**config.mk**
```make
export PLATFORM = sky130hd
export DESIGN_NAME = vl_policer
export DESIGN_NICKNAME = d
export VERILOG_FILES = /design/src/rtl/vl_pkg.sv /design/src/rtl/vl_cfg_table.sv /design/src/rtl/vl_rule_check.sv /design/src/rtl/vl_policer.sv
export SDC_FILE = /design/constraint.sdc
export NUM_CORES = 2
export LEC_CHECK = 0
export ABC_CLOCK_PERIOD_IN_PS = 6900
export BUFFER_PORTS_ARGS = -buffer_cell sky130_fd_sc_hd__buf_2
export CAP_MARGIN = 20
export CORE_MARGIN = 4
export CORE_UTILIZATION = 30
export CTS_CLUSTER_SIZE = 28
export DETAILED_ROUTE_END_ITERATION = 16
export PLACE_DENSITY = 0.5
export SYNTH_ARGS = -nofsm -noshare
export SYNTH_HDL_FRONTEND = slang
export SYNTH_HIERARCHICAL = 1
export SYNTH_SLANG_ARGS = --single-unit
```
**constraint.sdc**
```tcl
create_clock -name clk -period 6.9 [get_ports clk]
set_input_delay 1.035 -clock clk [delete_from_list [all_inputs] [get_ports clk]]
set_output_delay 1.035 -clock clk [all_outputs]
set_load 0.1 [all_outputs]
```
**src/rtl/vl_pkg.sv**
```systemverilog
// Shared types for the virtual-link policer.
// Assumes: reason codes are 3 bits wide and ordered by check priority.
package vl_pkg;
    typedef enum logic [2:0] {
        RSN_OK      = 3'd0,
        RSN_UNKNOWN = 3'd1,
        RSN_PORT    = 3'd2,
        RSN_LEN     = 3'd3,
        RSN_EARLY   = 3'd4
    } reason_e;
endpackage

```
**src/rtl/vl_cfg_table.sv**
```systemverilog
// Per-link configuration and last-start storage, directly indexed.
// Assumes: a write and an accepted-frame update to the same entry in the
// same cycle resolve in favour of the write.
module vl_cfg_table #(
    parameter int DEPTH     = 16,
    parameter int PORT_W    = 3,
    parameter int LEN_W     = 11,
    parameter int TS_W      = 20,
    parameter int NUM_PORTS = 8,
    localparam int IDX_W    = $clog2(DEPTH)
) (
    input  logic                 clk,
    input  logic                 rst_n,
    input  logic                 wr_en,
    input  logic [IDX_W-1:0]     wr_idx,
    input  logic                 wr_valid,
    input  logic [PORT_W-1:0]    wr_port,
    input  logic [LEN_W-1:0]     wr_min,
    input  logic [LEN_W-1:0]     wr_max,
    input  logic [TS_W-1:0]      wr_bag,
    input  logic [NUM_PORTS-1:0] wr_egress,
    input  logic                 upd_en,
    input  logic [IDX_W-1:0]     upd_idx,
    input  logic [TS_W-1:0]      upd_ts,
    input  logic [IDX_W-1:0]     rd_idx,
    output logic                 rd_valid,
    output logic                 rd_fresh,
    output logic [PORT_W-1:0]    rd_port,
    output logic [LEN_W-1:0]     rd_min,
    output logic [LEN_W-1:0]     rd_max,
    output logic [TS_W-1:0]      rd_bag,
    output logic [NUM_PORTS-1:0] rd_egress,
    output logic [TS_W-1:0]      rd_last
);
    logic                 valid_a  [DEPTH];
    logic                 fresh_a  [DEPTH];
    logic [PORT_W-1:0]    port_a   [DEPTH];
    logic [LEN_W-1:0]     min_a    [DEPTH];
    logic [LEN_W-1:0]     max_a    [DEPTH];
    logic [TS_W-1:0]      bag_a    [DEPTH];
    logic [NUM_PORTS-1:0] egress_a [DEPTH];
    logic [TS_W-1:0]      last_a   [DEPTH];

    for (genvar i = 0; i < DEPTH; i++) begin : g_entry
        logic                 e_valid, e_fresh;
        logic [PORT_W-1:0]    e_port;
        logic [LEN_W-1:0]     e_min, e_max;
        logic [TS_W-1:0]      e_bag, e_last;
        logic [NUM_PORTS-1:0] e_egress;

        // Entry storage: load on write, refresh timestamp on acceptance.
        always_ff @(posedge clk) begin
            if (!rst_n) begin
                e_valid  <= 1'b0;
                e_fresh  <= 1'b1;
                e_port   <= '0;
                e_min    <= '0;
                e_max    <= '0;
                e_bag    <= '0;
                e_egress <= '0;
                e_last   <= '0;
            end else if (wr_en && (wr_idx == IDX_W'(i))) begin
                e_valid  <= wr_valid;
                e_fresh  <= 1'b1;
                e_port   <= wr_port;
                e_min    <= wr_min;
                e_max    <= wr_max;
                e_bag    <= wr_bag;
                e_egress <= wr_egress;
            end else if (upd_en && (upd_idx == IDX_W'(i))) begin
                e_last  <= upd_ts;
                e_fresh <= 1'b0;
            end
        end

        assign valid_a[i]  = e_valid;
        assign fresh_a[i]  = e_fresh;
        assign port_a[i]   = e_port;
        assign min_a[i]    = e_min;
        assign max_a[i]    = e_max;
        assign bag_a[i]    = e_bag;
        assign egress_a[i] = e_egress;
        assign last_a[i]   = e_last;
    end

    // Read port: select the addressed entry.
    always_comb begin
        rd_valid  = valid_a[rd_idx];
        rd_fresh  = fresh_a[rd_idx];
        rd_port   = port_a[rd_idx];
        rd_min    = min_a[rd_idx];
        rd_max    = max_a[rd_idx];
        rd_bag    = bag_a[rd_idx];
        rd_egress = egress_a[rd_idx];
        rd_last   = last_a[rd_idx];
    end
endmodule

```
**src/rtl/vl_rule_check.sv**
```systemverilog
// Ordered frame checks: link known, ingress port, length window, spacing.
// Assumes: the entry fields belong to the frame's link; spacing is taken
// modulo 2^TS_W, so true spacings must stay below that span.
module vl_rule_check #(
    parameter int PORT_W = 3,
    parameter int LEN_W  = 11,
    parameter int TS_W   = 20
) (
    input  logic              known,
    input  logic [PORT_W-1:0] frm_port,
    input  logic [LEN_W-1:0]  frm_len,
    input  logic [TS_W-1:0]   frm_ts,
    input  logic              ent_fresh,
    input  logic [PORT_W-1:0] ent_port,
    input  logic [LEN_W-1:0]  ent_min,
    input  logic [LEN_W-1:0]  ent_max,
    input  logic [TS_W-1:0]   ent_bag,
    input  logic [TS_W-1:0]   ent_last,
    output vl_pkg::reason_e   reason
);
    logic [TS_W-1:0] elapsed;

    // Modular distance from the last accepted start.
    always_comb elapsed = frm_ts - ent_last;

    // First failing check wins.
    always_comb begin
        if (!known)
            reason = vl_pkg::RSN_UNKNOWN;
        else if (frm_port != ent_port)
            reason = vl_pkg::RSN_PORT;
        else if ((frm_len < ent_min) || (frm_len > ent_max))
            reason = vl_pkg::RSN_LEN;
        else if (!ent_fresh && (elapsed < ent_bag))
            reason = vl_pkg::RSN_EARLY;
        else
            reason = vl_pkg::RSN_OK;
    end
endmodule

```
**src/rtl/vl_policer.sv**
```systemverilog
// Virtual-link ingress filter and policer. Stage 1 registers the frame and
// its start time; stage 2 checks it against the live table entry, records
// accepted starts and registers the decision (two edges after sof).
// Assumes: sof is a single-cycle strobe, low during reset.
module vl_policer #(
    parameter logic [31:0] PREFIX    = 32'h0300_0000,
    parameter int          DEPTH     = 16,
    parameter int          NUM_PORTS = 8,
    parameter int          LEN_W     = 11,
    parameter int          TS_W      = 20,
    localparam int         PORT_W    = $clog2(NUM_PORTS),
    localparam int         IDX_W     = $clog2(DEPTH)
) (
    input  logic                 clk,
    input  logic                 rst_n,
    input  logic                 sof,
    input  logic [47:0]          dst_mac,
    input  logic [PORT_W-1:0]    in_port,
    input  logic [LEN_W-1:0]     frame_len,
    input  logic                 cfg_we,
    input  logic [IDX_W-1:0]     cfg_idx,
    input  logic                 cfg_valid,
    input  logic [PORT_W-1:0]    cfg_port,
    input  logic [LEN_W-1:0]     cfg_min_len,
    input  logic [LEN_W-1:0]     cfg_max_len,
    input  logic [TS_W-1:0]      cfg_bag,
    input  logic [NUM_PORTS-1:0] cfg_egress,
    output logic                 dec_valid,
    output logic                 dec_fwd,
    output logic [NUM_PORTS-1:0] dec_egress,
    output logic [2:0]           dec_reason
);
    logic [TS_W-1:0]      ts_now;
    logic                 s1_vld, s1_prefix_ok;
    logic [15:0]          s1_vlid;
    logic [PORT_W-1:0]    s1_port;
    logic [LEN_W-1:0]     s1_len;
    logic [TS_W-1:0]      s1_ts;
    logic [IDX_W-1:0]     s1_idx;
    logic                 s1_in_range, s1_known;
    logic                 e_valid, e_fresh;
    logic [PORT_W-1:0]    e_port;
    logic [LEN_W-1:0]     e_min, e_max;
    logic [TS_W-1:0]      e_bag, e_last;
    logic [NUM_PORTS-1:0] e_egress;
    vl_pkg::reason_e      verdict;
    logic                 accept;

    // Free-running time base for start spacing.
    always_ff @(posedge clk) begin
        if (!rst_n) ts_now <= '0;
        else        ts_now <= ts_now + 1'b1;
    end

    // Stage 1: capture frame fields and start time.
    always_ff @(posedge clk) begin
        if (!rst_n) begin
            s1_vld       <= 1'b0;
            s1_prefix_ok <= 1'b0;
            s1_vlid      <= '0;
            s1_port      <= '0;
            s1_len       <= '0;
            s1_ts        <= '0;
        end else begin
            s1_vld       <= sof;
            s1_prefix_ok <= (dst_mac[47:16] == PREFIX);
            s1_vlid      <= dst_mac[15:0];
            s1_port      <= in_port;
            s1_len       <= frame_len;
            s1_ts        <= ts_now;
        end
    end

    // Link lookup: identifier must address an existing, enabled entry.
    always_comb begin
        s1_idx      = s1_vlid[IDX_W-1:0];
        s1_in_range = ({16'd0, s1_vlid} >> IDX_W) == 32'd0;
        s1_known    = s1_prefix_ok && s1_in_range && e_valid;
    end

    vl_cfg_table #(
        .DEPTH(DEPTH), .PORT_W(PORT_W), .LEN_W(LEN_W),
        .TS_W(TS_W), .NUM_PORTS(NUM_PORTS)
    ) u_table (
        .clk(clk), .rst_n(rst_n),
        .wr_en(cfg_we), .wr_idx(cfg_idx), .wr_valid(cfg_valid),
        .wr_port(cfg_port), .wr_min(cfg_min_len), .wr_max(cfg_max_len),
        .wr_bag(cfg_bag), .wr_egress(cfg_egress),
        .upd_en(accept), .upd_idx(s1_idx), .upd_ts(s1_ts),
        .rd_idx(s1_idx),
        .rd_valid(e_valid), .rd_fresh(e_fresh), .rd_port(e_port),
        .rd_min(e_min), .rd_max(e_max), .rd_bag(e_bag),
        .rd_egress(e_egress), .rd_last(e_last)
    );

    vl_rule_check #(.PORT_W(PORT_W), .LEN_W(LEN_W), .TS_W(TS_W)) u_check (
        .known(s1_known), .frm_port(s1_port), .frm_len(s1_len),
        .frm_ts(s1_ts), .ent_fresh(e_fresh), .ent_port(e_port),
        .ent_min(e_min), .ent_max(e_max), .ent_bag(e_bag),
        .ent_last(e_last), .reason(verdict)
    );

    // Timestamp update only for frames that pass every check.
    always_comb accept = s1_vld && (verdict == vl_pkg::RSN_OK);

    // Stage 2: register the decision.
    always_ff @(posedge clk) begin
        if (!rst_n) begin
            dec_valid  <= 1'b0;
            dec_fwd    <= 1'b0;
            dec_egress <= '0;
            dec_reason <= '0;
        end else begin
            dec_valid  <= s1_vld;
            dec_fwd    <= accept;
            dec_egress <= accept ? e_egress : '0;
            dec_reason <= s1_vld ? verdict : vl_pkg::RSN_OK;
        end
    end
endmodule

```
=== Yosys cells after proc, flatten, opt, wreduce, memory -nomap -nowiden ===
Index checks and enable logic that the tools add are counted.

* Output and inout port bits: 13
* Word-level logic and storage cells: 299
* Bits of input ports: 124
* Bits in registers: 1285

* Reduce and logical (&&, ||, !) cells: 76
* $lt $le $gt $ge: 4
* Bitwise gates (word level): 18
* Add/sub/neg operators: 2
* Eq/ne operators: 32
* Muxes and demuxes: 28

{| class="wikitable"
|+ Operators with widths
! operator !! number
|-
| $bmux W20 S4 || 2
|-
| $bmux W11 S4 || 2
|-
| $mux W20 || 4
|-
| $eq A4 B4 Y1 const B || 16
|-
| $mux W11 || 4
|-
| $logic_and A1 B1 Y1 || 36
|-
| $reduce_and A2 Y1 || 18
|-
| $bmux W8 S4 || 1
|-
| $eq A32 B26 Y1 const B || 1
|-
| $eq A4 B3 Y1 const B || 8
|-
| $logic_not A32 Y1 || 1
|-
| $reduce_or A2 Y1 || 16
|-
| $add A20 B1 Y20 const B || 1
|-
| $lt A20 B20 Y1 || 1
|-
| $sub A20 B20 Y20 || 1
|-
| $mux W3 || 6
|-
| $not A1 Y1 || 17
|-
| $eq A4 B2 Y1 const B || 4
|-
| $mux W8 || 2
|-
| $bmux W3 S4 || 1
|-
| $gt A11 B11 Y1 || 1
|-
| $lt A11 B11 Y1 || 1
|-
| $bmux W1 S4 || 2
|-
| $eq A4 B1 Y1 const B || 2
|-
| 8 further kinds || 12
|}

=== Depth between registers and ports, before layout ===
* Depth in word-level cells: 15
* Gate-level depth with buffers: 29
* Gate-level depth less buffers: 23

=== Modules after synthesis ===
Netlist, hierarchy kept.

{| class="wikitable"
|+ Modules (own cells, without submodules)
! module !! cells an instance !! instances !! area an instance (um^2) !! seq. area each (um^2)
|-
| vl_cfg_table || 5675 || 1 || 53485.0 || 24023.0
|-
| vl_policer || 254 || 1 || 2712.6 || 1701.6
|-
| vl_rule_check || 273 || 1 || 2001.9 || 0.0
|}

=== Least setup slack after synthesis ===
Ideal clock, no wire load.

* Kind: register to register
* Start: register s1_vlid[0]
* End: register u_table.g_entry[1].e_last[0]
* Period minus slack after synthesis: 6.279 ns
* Cell stages (with the launch flop): 28
* Data arrival time: 6.203 ns
* Buffers on the path: 4
* Setup time: 0.076 ns
* Data required time: 6.824 ns
* Path slack: 0.621 ns
* Cells stage by stage: dfxtp_1 > clkbuf_1 > clkbuf_1 > buf_2 > mux4_2 > a22oi_1 > nand2_1 > inv_1 > ha_1 > nor2b_1 > o31a_1 > or4_4 > a221o_2 > and3_4 > a311oi_2 > xnor2_1 > ha_1 > a21o_1 > a21o_1 > a21oi_1 > o21ai_0 > a211oi_1 > nor4b_2 > or3b_2 > a211oi_1 > clkbuf_1 > nand2_1 > a21boi_0

* Word-level cells in the longest chain between the ends: 15
* Elaborated cells on any way between the ends: 40
* Those cells by class: 1 x add/sub; 3 x order compare; 2 x eq/ne; 25 x mux; 1 x bitwise; 8 x reduce/logical

{| class="wikitable"
|+ Ends and longest elaborated chain
! item !! RTL line !! text
|-
| start: declaration || vl_policer.sv:35 || <nowiki>logic [15:0] s1_vlid;</nowiki>
|-
| start signal: assignment || vl_policer.sv:67 || <nowiki>s1_vlid <= dst_mac[15:0];</nowiki>
|-
| $not A4 Y5 (not written as such) || vl_cfg_table.sv:95 || <nowiki>rd_last = last_a[rd_idx];</nowiki>
|-
| $bmux W20 S4 || vl_cfg_table.sv:95 ||
|-
| $mux W20 (not written as such) (2 in series) || vl_cfg_table.sv:95 ||
|-
| net e_last[1] || vl_policer.sv:44 || <nowiki>logic [TS_W-1:0] e_bag, e_last;</nowiki>
|-
| $sub A20 B20 Y20 || vl_rule_check.sv:24 || <nowiki>always_comb elapsed = frm_ts - ent_last;</nowiki>
|-
| $lt A20 B20 Y1 || vl_rule_check.sv:34 || <nowiki>else if (!ent_fresh && (elapsed < ent_bag))</nowiki>
|-
| $logic_and A1 B1 Y1 || vl_rule_check.sv:34 ||
|-
| $mux W3 || vl_rule_check.sv:34 ||
|-
| $mux W3 || vl_rule_check.sv:32 || <nowiki>else if ((frm_len < ent_min) || (frm_len > ent_max))</nowiki>
|-
| $mux W3 || vl_rule_check.sv:30 || <nowiki>else if (frm_port != ent_port)</nowiki>
|-
| $mux W3 || vl_rule_check.sv:28 || <nowiki>if (!known)</nowiki>
|-
| net verdict[2] || vl_policer.sv:46 || <nowiki>vl_pkg::reason_e verdict;</nowiki>
|-
| $logic_not A3 Y1 || vl_policer.sv:104 || <nowiki>always_comb accept = s1_vld && (verdict == vl_pkg::RSN_OK);</nowiki>
|-
| $logic_and A1 B1 Y1 || vl_policer.sv:104 ||
|-
| net accept || vl_policer.sv:47 || <nowiki>logic accept;</nowiki>
|-
| $logic_and A1 B1 Y1 || vl_cfg_table.sv:70 || <nowiki>end else if (upd_en && (upd_idx == IDX_W'(i))) begin</nowiki>
|-
| $reduce_and A2 Y1 (no source line) || n/a ||
|-
| end signal: assignment || vl_cfg_table.sv:71 || <nowiki>e_last <= upd_ts;</nowiki>
|-
| end: declaration || vl_cfg_table.sv:48 || <nowiki>logic [TS_W-1:0] e_bag, e_last;</nowiki>
|}

The timed path passes the listed nets, and every way through them passes these cells. The select of a mux whose other input is x is not followed.
A chain may end at the register's enable or synchronous reset.

=== Worst setup path in the final report ===
* Start: register s1_vlid[0]
* End: register u_table.g_entry[5].e_last[18]

* Word-level cells in the longest chain between the ends: 15
* Elaborated cells on any way between the ends: 40
* Those cells by class: 1 x add/sub; 3 x order compare; 2 x eq/ne; 25 x mux; 1 x bitwise; 8 x reduce/logical

{| class="wikitable"
|+ Ends and longest elaborated chain
! item !! RTL line
|-
| $not A4 Y5 (not written as such) || vl_cfg_table.sv:95
|-
| $bmux W20 S4 || vl_cfg_table.sv:95
|-
| $mux W20 (not written as such) (2 in series) || vl_cfg_table.sv:95
|-
| net e_last[8] || vl_policer.sv:44
|-
| $sub A20 B20 Y20 || vl_rule_check.sv:24
|-
| $lt A20 B20 Y1 || vl_rule_check.sv:34
|-
| $logic_and A1 B1 Y1 || vl_rule_check.sv:34
|-
| $mux W3 || vl_rule_check.sv:34
|-
| $mux W3 || vl_rule_check.sv:32
|-
| $mux W3 || vl_rule_check.sv:30
|-
| $mux W3 || vl_rule_check.sv:28
|-
| net verdict[2] || vl_policer.sv:46
|-
| $logic_not A3 Y1 || vl_policer.sv:104
|-
| $logic_and A1 B1 Y1 || vl_policer.sv:104
|-
| net accept || vl_policer.sv:47
|-
| $logic_and A1 B1 Y1 || vl_cfg_table.sv:70
|-
| $reduce_and A2 Y1 (no source line) || n/a
|-
| end signal: assignment || vl_cfg_table.sv:71
|-
| end: declaration || vl_cfg_table.sv:48
|}

The timed path passes the listed nets, and every way through them passes these cells. The select of a mux whose other input is x is not followed.

==> run metrics <==
status finished clean; Slew Limit Fails 0; worst r2r src s1_vlid[0]; vias in the first global route 43,191; P_leak 24.0 nW; CP startpoint kind register; Worst Max-Slew Pin Slew 1.36 ns; share of cells above drive strength 1 13.7%; Max Fclk 154 MHz; IO buf count about 140; grt total ovfl 0; Async SR Flop Fraction 0%; minimum clock period 6.51 ns; hold path depth 2; die area 0.201 sq mm; dpl cell area between 0.06 and 0.07 sq mm; cells after synthesis 6,202; Die Wd 448 microns; reg2reg end u_table/g_entry[5].e_last[18]; mapped cell area about 0.058 sq mm; Power Dens Cells between 200 and 250 mW/mm^2; final clock skew about 0.043 ns; sequential area share after synthesis 44.2%; Via Count 43,813; Boundary Pins 137; clk slew on worst S/H paths 0.06 ns; Post-Route Setup TNS 0 ns; worst hold path type register to register; CTS buffer count 144; DPL Wire Length between 100 and 150 mm; Worst R2R Setup Slack 0.39 ns; final setup vio count 0; H-Tree Depth 4; WHS Endpoint u_table/g_entry[0].e_max[7]; CTS tree done; # Max-Cap Violations 0; first-pass GRT wire length roughly 290 mm; effective utilization at floorplan 30.2%; total track usage 18.9%; Routed WL 194 mm; core area 0.193 sq mm; initial antenna violation count 26; hold-fix buffers at CTS 0; period utilisation layout 94.3%; std cell rows 161; CP required ~7.6 ns; most frequent cell after synthesis nand2_1; Ys Warns 6; GP Congestion 0.769; Yosys top cell by area dfxtp_1; Layout Cell Area excl Fill between 0.06 and 0.07 sq mm; Peak VDD IR between 200 and 250 uV; Nets about 6,200; top cells by count, synth nand2_1, dfxtp_1, a21boi_0; Starting DRT DRC Count 3,520; Worst slew margin 9.28%; #FFs+latches synth 1,285; CP Max Fanout 24; DRC 0; Syn-to-layout area delta 13.6%; Clk Latency, worst-skew pair ~0.8 ns; DRT Pass-1 Iters 6; largest net degree at the start of global routing 268; post-synth top area share 44.2%; clock buffer depth 3; Root Driver clkbuf_16; Final Hold Viols 0; hold_sp u_table/g_entry[0].e_max[7]; post-synthesis cell type count 76; Critical Path AT 7.17 ns; Main synth FF type dfxtp_1; max incr delay on CP 0.53 ns; synth top area cells dfxtp_1, nand2_1, mux4_2; most used cell, CP buf_4; vias per cell 5.05; CP Class register to register; syn_area_per_cell between 9 and 10 sq um; drt wl/cell around 22 microns; crit path capture type register; Hold WS 0.450 ns; Slowest-stage cell, CP mux4_2; Synth Net Count 6,387; remaining antenna violation count 0; EDFF count, synth 0; RSZ-0062 raised after global routing no; R2R depth 26; fin util 34.3%; die height 448 microns; Sink Count 1,285
==> layout by cell type (no fill, tap or decap), types with 35 or more instances in the layout <==
cell,count
clkbuf_1,40
mux4_2,300
and2_1,53
inv_1,66
clkbuf_16,145
nor2b_1,309
a21boi_1,66
nand2_1,1886
buf_2,135
a22oi_1,150
a21boi_0,818
dfxtp_1,1283
nor2_1,35
buf_4,87
buf_12,38
ha_1,60
mux2i_1,301
clkbuf_8,35
==> worst max-delay path by stage <==
stage | depth (start not counted) | endpoint | from | slack [ns]
floorplan | 27 | u_table/g_entry[1].e_last[0] | s1_vlid[0] | 0.62
global route | 27 | u_table/g_entry[15].e_last[6] | s1_vlid[1] | 0.02
finish | 26 | u_table/g_entry[5].e_last[18] | s1_vlid[0] | 0.39
global placement | 27 | u_table/g_entry[6].e_last[19] | s1_vlid[0] | 0.37
CTS | 26 | u_table/g_entry[6].e_last[11] | s1_vlid[0] | 0.27
detailed placement | 26 | u_table/g_entry[3].e_last[4] | s1_vlid[0] | 0.30
==> what timing repair did <==
action | CTS | global route
hold endpoints to repair | 0 | 0
buffers inserted | 0 | 11
resized for setup | 0 | 2
setup endpoints to repair | 0 | 89
==> stage by stage <==
| step | cells | total power [mW] | setup WS (ns) |
|---|---|---|---|
| finish | 8669 | 16.2 | 0.393 |
| global placement | 8391 | 8.63 | 0.373 |
| detailed placement | 8394 | 8.64 | 0.301 |
| global route | 8664 | 16.7 | 0.0162 |
| CTS | 8647 | 16.3 | 0.266 |
| floorplan | 6202 | 8.31 | 0.621 |
==> kinds of logic after synthesis <==
family / count (synthesis) / share of synthesized area [%]
AND/OR/NAND/NOR: 2427 / 17.9
flip-flops: 1285 / 44.2
AO/OA/AOI/OAI: 1144 / 14.7
buffers and inverters: 652 / 4.64
multiplexers: 602 / 16.8
adder cells (fa/ha/maj): 61 / 1.32
XOR/XNOR: 31 / 0.467
==> cell type report <==
class	count	area, sq um
inverter	66	248
clock inverter	33	415
clock buffer	220	4260
tap	2526	3160
antenna	11	27.5
multi-input combinational	4265	30200
sequential	1285	25700
timing repair buffer	263	2130
fill	19213	127000
==> state kept, by name, summed over array words and instances (netlist names), 3 cells and up <==
register	count
u_table/g_entry.e_egress	128
u_table/g_entry.e_last	320
u_table/g_entry.e_bag	320
dec_egress	8
s1_ts	20
u_table/g_entry.e_port	48
s1_len	11
u_table/g_entry.e_valid	16
u_table/g_entry.e_min	176
s1_vlid	16
dec_reason	3
u_table/g_entry.e_max	176
s1_port	3
u_table/g_entry.e_fresh	16
ts_now	20
==> where the power goes <==
group | internal [mW] | total (mW) | switching, mW
Combinational | 0.343 | 0.938 | 0.595
Sequential | 7.50 | 7.54 | 0.0480
Clock | 4.45 | 7.67 | 3.22
Total | 12.3 | 16.2 | 3.86
==> worst max-delay path, delay by kind of cell, from the launching register on <==
family          cells  cell delay (ns)
compound gates      9             2.05
xor+xnor            1             0.16
fa+ha+maj           2             0.60
buf+inv             6             1.29
flops               1             0.50
mux                 2             0.76
simple gates        6             0.98
==> routing by layer <==
layer	wire (microns)	GRT usage, %	share of wire (%)
met5	38	0	0.020
met4	5630	6.05	2.9
met3	9680	2.77	5.0
met2	94700	32.3	49
met1	84000	24.5	43
Power figures use the tool's default switching activity.
